<file path="src/rtl/sram_priv_pkg.sv">
package sram_priv_pkg;
  localparam int unsigned SP_ADDR_W    = 16;
  localparam int unsigned SP_DATA_W    = 32;
  localparam int unsigned SP_BLK_BYTES = 512;
  localparam int unsigned SP_REG_W     = 32;

  typedef enum logic [1:0] {
    ACC_PASS    = 2'd0,
    ACC_DROP_WR = 2'd1,
    ACC_ZERO_RD = 2'd2,
    ACC_ERR_IF  = 2'd3
  } acc_verdict_e;
endpackage

</file>
<file path="src/rtl/spf_cfg_bank.sv">
module spf_cfg_bank #(
  parameter int unsigned NUM_REG = 4,
  parameter int unsigned REG_W   = 32,
  localparam int unsigned IDX_W  = $clog2(NUM_REG),
  localparam int unsigned NUM_BLK = NUM_REG * REG_W,
  localparam int unsigned BLK_W  = $clog2(NUM_BLK)
) (
  input  logic             clk,
  input  logic             rst_n,
  input  logic             sel,
  input  logic             we,
  input  logic             priv,
  input  logic [IDX_W-1:0] idx,
  input  logic [REG_W-1:0] wdata,
  output logic [REG_W-1:0] rdata,
  input  logic [BLK_W-1:0] blk_idx,
  output logic             blk_priv_only
);
  logic [REG_W-1:0]   bank_q [NUM_REG];
  logic [REG_W-1:0]   bank_d [NUM_REG];
  logic [NUM_REG-1:0] bank_en;
  logic [NUM_BLK-1:0] flat;
  logic               wr_ok;
  logic               rd_ok;

  always_comb begin
    wr_ok = sel & we & priv;
    rd_ok = sel & priv;
  end

  for (genvar k = 0; k < NUM_REG; k++) begin : g_reg
    always_comb begin
      bank_en[k] = wr_ok && (idx == IDX_W'(k));
      bank_d[k]  = wdata;
    end

    always_ff @(posedge clk or negedge rst_n) begin
      if (!rst_n)          bank_q[k] <= '1;
      else if (bank_en[k]) bank_q[k] <= bank_d[k];
    end

    always_comb flat[k*REG_W +: REG_W] = bank_q[k];
  end

  always_comb begin
    blk_priv_only = flat[blk_idx];
    rdata         = rd_ok ? bank_q[idx] : '0;
  end


  unpriv_cfg_wr_ignored_chk: assert property (@(posedge clk) disable iff (!rst_n)
    (sel && we && !priv) |=> $stable(flat));


  unpriv_cfg_rd_zero_chk: assert property (@(posedge clk) disable iff (!rst_n)
    (sel && !priv) |-> (rdata == '0));
endmodule

</file>
<file path="src/rtl/spf_decide.sv">
module spf_decide
  import sram_priv_pkg::*;
(
  input  logic         req,
  input  logic         we,
  input  logic         fetch,
  input  logic         priv,
  input  logic         priv_only,
  output logic         fwd_en,
  output logic         fwd_we,
  output logic         blocked,
  output logic         fetch_err,
  output acc_verdict_e verdict
);
  always_comb begin
    blocked   = req & ~priv & priv_only;
    fwd_en    = req & ~blocked;
    fwd_we    = fwd_en & we;
    fetch_err = blocked & ~we & fetch;
    if (!blocked)   verdict = ACC_PASS;
    else if (we)    verdict = ACC_DROP_WR;
    else if (fetch) verdict = ACC_ERR_IF;
    else            verdict = ACC_ZERO_RD;
  end
endmodule

</file>
<file path="src/rtl/spf_resp.sv">
module spf_resp
  import sram_priv_pkg::*;
#(
  parameter int unsigned DATA_W = 32
) (
  input  logic              clk,
  input  logic              rst_n,
  input  acc_verdict_e      verdict,
  input  logic [DATA_W-1:0] mem_rdata,
  output logic [DATA_W-1:0] bus_rdata,
  output logic              bus_berr
);
  logic zero_q, zero_d;
  logic err_q,  err_d;

  always_comb begin
    zero_d = (verdict == ACC_ZERO_RD) || (verdict == ACC_ERR_IF);
    err_d  = (verdict == ACC_ERR_IF);
  end

  always_ff @(posedge clk or negedge rst_n) begin
    if (!rst_n) begin
      zero_q <= 1'b0;
      err_q  <= 1'b0;
    end else begin
      zero_q <= zero_d;
      err_q  <= err_d;
    end
  end

  always_comb begin
    bus_rdata = zero_q ? '0 : mem_rdata;
    bus_berr  = err_q;
  end


  berr_zero_data_chk: assert property (@(posedge clk) disable iff (!rst_n)
    bus_berr |-> (bus_rdata == '0));


  berr_after_fetch_chk: assert property (@(posedge clk) disable iff (!rst_n)
    bus_berr |-> $past(verdict == ACC_ERR_IF));
endmodule

</file>
<file path="src/rtl/sram_priv_filter.sv">
module sram_priv_filter
  import sram_priv_pkg::*;
#(
  parameter int unsigned ADDR_W    = SP_ADDR_W,
  parameter int unsigned DATA_W    = SP_DATA_W,
  parameter int unsigned BLK_BYTES = SP_BLK_BYTES,
  parameter int unsigned REG_W     = SP_REG_W,
  localparam int unsigned OFS_W    = $clog2(BLK_BYTES),
  localparam int unsigned BLK_W    = ADDR_W - OFS_W,
  localparam int unsigned NUM_BLK  = 1 << BLK_W,
  localparam int unsigned NUM_REG  = NUM_BLK / REG_W,
  localparam int unsigned IDX_W    = $clog2(NUM_REG)
) (
  input  logic              clk,
  input  logic              rst_n,
  input  logic              bus_req,
  input  logic              bus_we,
  input  logic              bus_fetch,
  input  logic              bus_priv,
  input  logic [ADDR_W-1:0] bus_addr,
  input  logic [DATA_W-1:0] bus_wdata,
  output logic [DATA_W-1:0] bus_rdata,
  output logic              bus_berr,
  output logic              mem_en,
  output logic              mem_we,
  output logic [ADDR_W-1:0] mem_addr,
  output logic [DATA_W-1:0] mem_wdata,
  input  logic [DATA_W-1:0] mem_rdata,
  input  logic              cfg_sel,
  input  logic              cfg_we,
  input  logic              cfg_priv,
  input  logic [IDX_W-1:0]  cfg_idx,
  input  logic [REG_W-1:0]  cfg_wdata,
  output logic [REG_W-1:0]  cfg_rdata
);
  logic [1:0]       rst_sync_q;
  logic             rst_n_int;
  logic [BLK_W-1:0] blk_idx;
  logic             priv_only;
  logic             blocked;
  logic             fetch_err;
  acc_verdict_e     verdict;

  always_ff @(posedge clk or negedge rst_n) begin
    if (!rst_n) rst_sync_q <= 2'b00;
    else        rst_sync_q <= {rst_sync_q[0], 1'b1};
  end

  always_comb begin
    rst_n_int = rst_sync_q[1];
    blk_idx   = bus_addr[ADDR_W-1 -: BLK_W];
    mem_addr  = bus_addr;
    mem_wdata = bus_wdata;
  end

  spf_cfg_bank #(.NUM_REG(NUM_REG), .REG_W(REG_W)) cfg_i (
    .clk           (clk),
    .rst_n         (rst_n_int),
    .sel           (cfg_sel),
    .we            (cfg_we),
    .priv          (cfg_priv),
    .idx           (cfg_idx),
    .wdata         (cfg_wdata),
    .rdata         (cfg_rdata),
    .blk_idx       (blk_idx),
    .blk_priv_only (priv_only)
  );

  spf_decide dec_i (
    .req       (bus_req),
    .we        (bus_we),
    .fetch     (bus_fetch),
    .priv      (bus_priv),
    .priv_only (priv_only),
    .fwd_en    (mem_en),
    .fwd_we    (mem_we),
    .blocked   (blocked),
    .fetch_err (fetch_err),
    .verdict   (verdict)
  );

  spf_resp #(.DATA_W(DATA_W)) resp_i (
    .clk       (clk),
    .rst_n     (rst_n_int),
    .verdict   (verdict),
    .mem_rdata (mem_rdata),
    .bus_rdata (bus_rdata),
    .bus_berr  (bus_berr)
  );


  priv_passes_chk: assert property (@(posedge clk) disable iff (!rst_n_int)
    (bus_req && bus_priv) |-> (mem_en && (mem_we == bus_we)));


  blocked_wr_gate_chk: assert property (@(posedge clk) disable iff (!rst_n_int)
    (bus_req && bus_we && !bus_priv && priv_only) |-> !mem_we);


  blocked_rd_no_en_chk: assert property (@(posedge clk) disable iff (!rst_n_int)
    (bus_req && !bus_we && !bus_priv && priv_only) |-> !mem_en);


  fetch_err_flag_chk: assert property (@(posedge clk) disable iff (!rst_n_int)
    fetch_err |-> (blocked && bus_fetch));
endmodule

</file>
<file path="config.mk">
export PLATFORM = sky130hd
export DESIGN_NAME = sram_priv_filter
export DESIGN_NICKNAME = d
export VERILOG_FILES = /design/src/rtl/sram_priv_pkg.sv /design/src/rtl/spf_cfg_bank.sv /design/src/rtl/spf_decide.sv /design/src/rtl/spf_resp.sv /design/src/rtl/sram_priv_filter.sv
export SDC_FILE = /design/constraint.sdc
export NUM_CORES = 1
export LEC_CHECK = 0
export BUFFER_PORTS_ARGS = -buffer_cell sky130_fd_sc_hd__buf_2
export CAP_MARGIN = 40
export CORE_MARGIN = 2
export CORE_UTILIZATION = 55
export CTS_BUF_LIST = sky130_fd_sc_hd__clkbuf_8
export DETAILED_ROUTE_END_ITERATION = 12
export PLACE_DENSITY = 0.85
export REMOVE_ABC_BUFFERS = 1
export SYNTH_ARGS = -nofsm -noshare
export SYNTH_HDL_FRONTEND = slang
export SYNTH_SLANG_ARGS = --single-unit
export TNS_END_PERCENT = 100
</file>
<file path="constraint.sdc">
create_clock -name clk -period 11.5 [get_ports clk]
set_input_delay 2.3 -clock clk [delete_from_list [all_inputs] [get_ports clk]]
set_output_delay 2.3 -clock clk [all_outputs]
set_load 0.005 [all_outputs]
</file>
# Yosys cells after proc, flatten, opt, wreduce, memory -nomap -nowiden
# Cells that the tools add are included.
dict set report totals {
  input_bits 123
  out_inout_bits 115
  reg_bits 132
  wordCells 40
}
dict set report op_classes {
  bitwise 10
  n_eq_ne 5
  order_cmp 2
  n_mux 10
  n_reduce_logical 6
}
# cell count
set op_table {}
lappend op_table {{32-bit two-way mux} 4}
lappend op_table {{32-bit binary-select mux with 2-bit select} 1}
lappend op_table {{2-bit equality test (second input constant)} 4}
lappend op_table {{7-bit by 8-bit less-than comparator with 1-bit output (second input constant)} 1}
lappend op_table {{1-bit bitwise AND} 7}
lappend op_table {{1-bit binary-select mux with 7-bit select} 1}
lappend op_table {{1-bit logical AND} 4}
lappend op_table {{2-bit two-way mux} 2}
lappend op_table {{3-bit greater-or-equal comparator (second input constant)} 1}
lappend op_table {{2-bit NOT with 3-bit output} 1}
lappend op_table {{2-bit by 1-bit equality test with 1-bit output (second input constant)} 1}
lappend op_table {{2-bit logical NOT} 1}
lappend op_table {{1-bit two-way mux} 2}
lappend op_table {{1-bit NOT} 2}
lappend op_table {{1-bit logical OR} 1}

# Logic depth before layout (Yosys ltp)
dict set report logic_depth {
  depth_word 6
  depth_mapped 8
  depth_no_buf 5
}

# Cells and area by module
# Synthesis repeated with hierarchy kept, for this count alone.
dict set report hier_totals {
  hier_cells 540
  area_unflattened_um2 7758.7
}
# mod area_per_inst_um2 cells_per_inst instances seq_area_each_um2
set by_module_without_submodules {}
lappend by_module_without_submodules {spf_cfg_bank 6994.2 441 1 3363.2}
lappend by_module_without_submodules {sram_priv_filter 414.1 51 1 50.0}
lappend by_module_without_submodules {spf_resp 282.8 39 1 50.0}
lappend by_module_without_submodules {spf_decide 67.6 9 1 0.0}

# Worst setup path after synthesis
# No wires, ideal clock.
dict set report synth_path {
  path_kind {input to output}
  from {input bus_addr[11]}
  to {output mem_en}
  cell_stages 8
  slack_ns 4.983
  arrival_ns 4.217
  t_required_ns 9.200
  cell_sequence {buf_2 -> buf_2 -> buf_2 -> mux4_2 -> nand3_1 -> a311oi_1 -> or4_1 -> a221oi_1}
}
dict set report synth_via {
  elab_chain_len 5
}
# element line_no
set synth_lines {}
lappend synth_lines {{start: declaration} sram_priv_filter.sv:20} ;# input logic [ADDR_W-1:0] bus_addr,
lappend synth_lines {{1-bit binary-select mux with 7-bit select} spf_cfg_bank.sv:46} ;# blk_priv_only = flat[blk_idx];
lappend synth_lines {{1-bit two-way mux (not written as such)} spf_cfg_bank.sv:46}
lappend synth_lines {{1-bit bitwise AND} spf_decide.sv:16} ;# blocked = req & ~priv & priv_only;
lappend synth_lines {{1-bit NOT} spf_decide.sv:17} ;# fwd_en = req & ~blocked;
lappend synth_lines {{1-bit bitwise AND} spf_decide.sv:17}
lappend synth_lines {{end: declaration} sram_priv_filter.sv:24} ;# output logic mem_en,
# No other way between the ends. The select of a mux whose other input is x is not followed.

# Worst setup path in the final report
dict set report layout_path {
  from {input bus_addr[11]}
  to {output mem_we}
}
dict set report layout_via {
  elab_chain_len 6
}
# element line_no
set layout_lines {}
lappend layout_lines {{1-bit binary-select mux with 7-bit select} spf_cfg_bank.sv:46}
lappend layout_lines {{1-bit two-way mux (not written as such)} spf_cfg_bank.sv:46}
lappend layout_lines {{1-bit bitwise AND} spf_decide.sv:16}
lappend layout_lines {{1-bit NOT} spf_decide.sv:17}
lappend layout_lines {{1-bit bitwise AND} spf_decide.sv:17}
lappend layout_lines {{1-bit bitwise AND} spf_decide.sv:18} ;# fwd_we = fwd_en & we;
lappend layout_lines {{end: declaration} sram_priv_filter.sv:25} ;# output logic mem_we,
# No other way between the ends. The select of a mux whose other input is x is not followed.

==> metrics.csv <==
metric;value;unit
Peak supply drop;103.6;uV
initial antenna violation count;0;
Slew @ Worst Pin;0.8966;ns
Slew headroom;0.4023;
wire length per cell;25.26;um
Reg area;3467;um2
share of cells above drive strength 1;0.8003;
r2r endpoint;resp_i.zero_q$_DFF_PN0_;
dpl cells;799;
final hold vios;0;
final period utilization;0.6195;
fin crit period;7.124;ns
worst reg-to-reg path cell count;5;
DR iter-0 viols;441;
cells taking the most area after synthesis;dfstp_2 44%, mux2_2 19%, mux4_2 19%, buf_4 4.8%, nor2b_1 2.9%;
sw power;0.3997;mW
Compound-Gate Fraction of Synth Area;0.02369;
status;completed;
first-pass GRT wire length;31220;um
busiest layer in global routing;met2;
chip height;122.0;um
post-synth top area share;0.4391;
Leak;3.599;nW
Clock power frac;0.249;
switching part of the total;0.2779;
crit path launch;bus_addr[11];
gr usage total;0.2908;
Ports;238;
Pwr Density;165.8;nW/um2
Power, Total;1.438;mW
Slowest cell on crit path;mux4_2;
clk buf depth;2;
Post-route DRC;0;
worst-path fanout max;33;
met3 Track Usage GR;0.1072;
Req. time, crit path;9.20;ns
CTS tree;yes;
number of port buffers;155;
mapped cell area;7660;um2
Comb pwr share;0.227;
Peak Freq;140.4;MHz
Mean Syn Cell Area;14.26;um2
Detailed Routing Iterations Pass 1;5;
CP Cell Sequence;buf_2 > mux4_2 > nand3_1 > a311oi_1 > or4_1 > a221oi_1 > buf_2;
total number of vias;5241;
GRT overflow;0;
Initial Utilization;0.5583;
Worst-Skew Late Latency;0.47;ns
RSZ-0062 raised after global routing;no;
multi-input logic area;3654;um2
num rows;43;
largest family of logic cells by synthesized area;multiplexers;
CP Class;input port to primary output;
final RePlAce weighted congestion;0.8936;
cts bufs inserted;17;
number of distinct library cells after synthesis;28;
critical path endpoint;mem_we;
fin area;8673;um2
Max Cap Violations;0;
CTS root buffer;clkbuf_8;
Setup Fix Bufs, Post-CTS;0;
mux cell area share after synthesis;0.3763;
Layout fillers;982;
met1 Use GR;0.3765;
Reg power frac;0.524;
largest net degree at the start of global routing;75;
r2r setup slk;9.06;ns
Hold Crit Class;flip-flop to flip-flop;
r2r startpoint;cfg_i.bank_q[16]$_DFFE_PN1P_;
# hold bufs at CTS;0;
xor/xnor cell area share of the yosys netlist;0;
die width;122.0;um
Post-Synth Adder-Cell Area;0;
placed cell areas;8318;um2
synth-to-layout area growth;13.23;%
Post-DP HPWL;15390;um
skew final;0.007976;ns
Sink Count;132;
antenna viol nets, final;0;
Synthesis Warnings;0;
post-CTS sizing;0;
Final #Nets;761;
via-per-instance ratio;6.307;
area leader, netlist;dfstp_2;
GR Util met2;0.4515;
Synth Register Bits;132;
Placeable Area;13720;um2
vias in the first global route;5191;
final wirelength;20990;um
critical path data arrival time;4.82;ns
Reg clk slew, reported paths;0.07;ns
Final Setup Violations;0;
non-filler cells, final;831;
CP Launch Type;input port;
Hold Slack;0.3595;ns
post-synthesis simple-gate area fraction;0.07481;
Die Footprint;14890;um2
htree depth;4;
Max Slew Vio Count;0;
Crit path top cell by count;buf_2;
CP Capture Type;primary output;
Fin Setup TNS;0;ns
Internal Pwr Total;1.038;mW
post-synthesis cell count;537;
n_diodes;0;
sequential area share after synthesis;0.4521;
slowest stage delay, CP;0.62;ns
## synth_stat cells
cell,n
a2111oi_0,1
mux2_2,128
o41ai_1,2
nor2b_1,36
inv_1,5
dfstp_2,128
nand4_1,1
a221oi_1,2
buf_1,8
nand3_1,8
and2_1,33
dfrtp_1,4
mux4_2,64
nor2_1,5
buf_4,49
clkbuf_1,22
a22oi_1,8
buf_12,1
a311oi_1,8
buf_6,1
nor3_1,1
buf_2,5
nor3b_1,1
or4_1,2
a211oi_1,1
nand3b_1,1
conb_1,1
nand2_1,11
## registers in the layout (all words and copies together), names as in the netlist
signal / count
resp_i.bus_berr: 1
cfg_i.bank_q: 128
resp_i.zero_q: 1
rst_sync_q: 2
## power by group through the flow
stage / registers [mW] / clock network [mW] / logic (mW)
final: 0.754 / 0.358 / 0.326
after global routing: 0.766 / 0.379 / 0.349
after CTS: 0.752 / 0.363 / 0.327
after detailed placement: 0.759 / 0 / 0.324
after global placement: 0.749 / 0 / 0.305
after floorplan: 0.704 / 0 / 0.231
## logic make-up (layout without fill, tap and decap cells)
group / Yosys count / after routing
AOI/OAI and AO/OA: 22 / 22
buffers and inverters: 91 / 205
DFF: 132 / 132
muxes: 192 / 192
other: 1 / 1
and+or+nand+nor: 99 / 99
## placed cells by master, fill, tap and decap left out, drive strengths merged, types with 2 or more instances in the layout
master    count
mux2        128
and2         33
a221oi        2
or4           2
dfrtp         4
clkbuf       19
clkinvlp      3
mux4         64
buf         168
inv           8
a311oi        8
clkinv        6
dfstp       128
nand3         8
nand2        11
nor2          5
o41ai         2
a22oi         8
nor2b        36
## per-stage QoR
step / worst slack (ns) / util
after global routing: 4.245 / 0.6322
after CTS: 4.376 / 0.6322
final: 4.376 / 0.6322
after global placement: 4.144 / 0.5977
after floorplan: 5.290 / -
after detailed placement: 4.396 / 0.6063
## critical path: cells and delay by family
| kind | cells | cell delay, ns |
|---|---|---|
| buffers and inverters | 2 | 0.77 |
| multiplexers | 1 | 0.62 |
| AO/OA/AOI/OAI | 2 | 0.39 |
| AND/OR/NAND/NOR | 2 | 0.71 |
## routing by layer
metal  share of wire  vias up
met5          0.0053        -
met4           0.023        4
met3            0.11       49
met2            0.48      330
met1            0.39     2715
li1                -     2143
## how the worst min path moves through the flow
stage	endpoint	cells past startpoint	startpoint
6_report	rst_sync_q[1]$_DFF_PN0_	0	rst_sync_q[0]$_DFF_PN0_
5_1_grt	rst_sync_q[1]$_DFF_PN0_	0	rst_sync_q[0]$_DFF_PN0_
4_1_cts	rst_sync_q[1]$_DFF_PN0_	0	rst_sync_q[0]$_DFF_PN0_
3_5_place_dp	rst_sync_q[1]$_DFF_PN0_	0	rst_sync_q[0]$_DFF_PN0_
3_3_place_gp	rst_sync_q[1]$_DFF_PN0_	0	rst_sync_q[0]$_DFF_PN0_
2_1_floorplan	rst_sync_q[1]$_DFF_PN0_	0	rst_sync_q[0]$_DFF_PN0_
## area by class of cell
| class | instances | share of cell area |
|---|---|---|
| multi-input combinational | 314 | 0.4212 |
| sequential | 132 | 0.3997 |
| timing repair buffer | 168 | 0.1099 |
| clock buffer | 19 | 0.03015 |
| tap | 180 | 0.02597 |
| clock inverter | 13 | 0.01082 |
| inverter | 5 | 0.002164 |
Note: power is estimated with default switching activity, not from simulation.
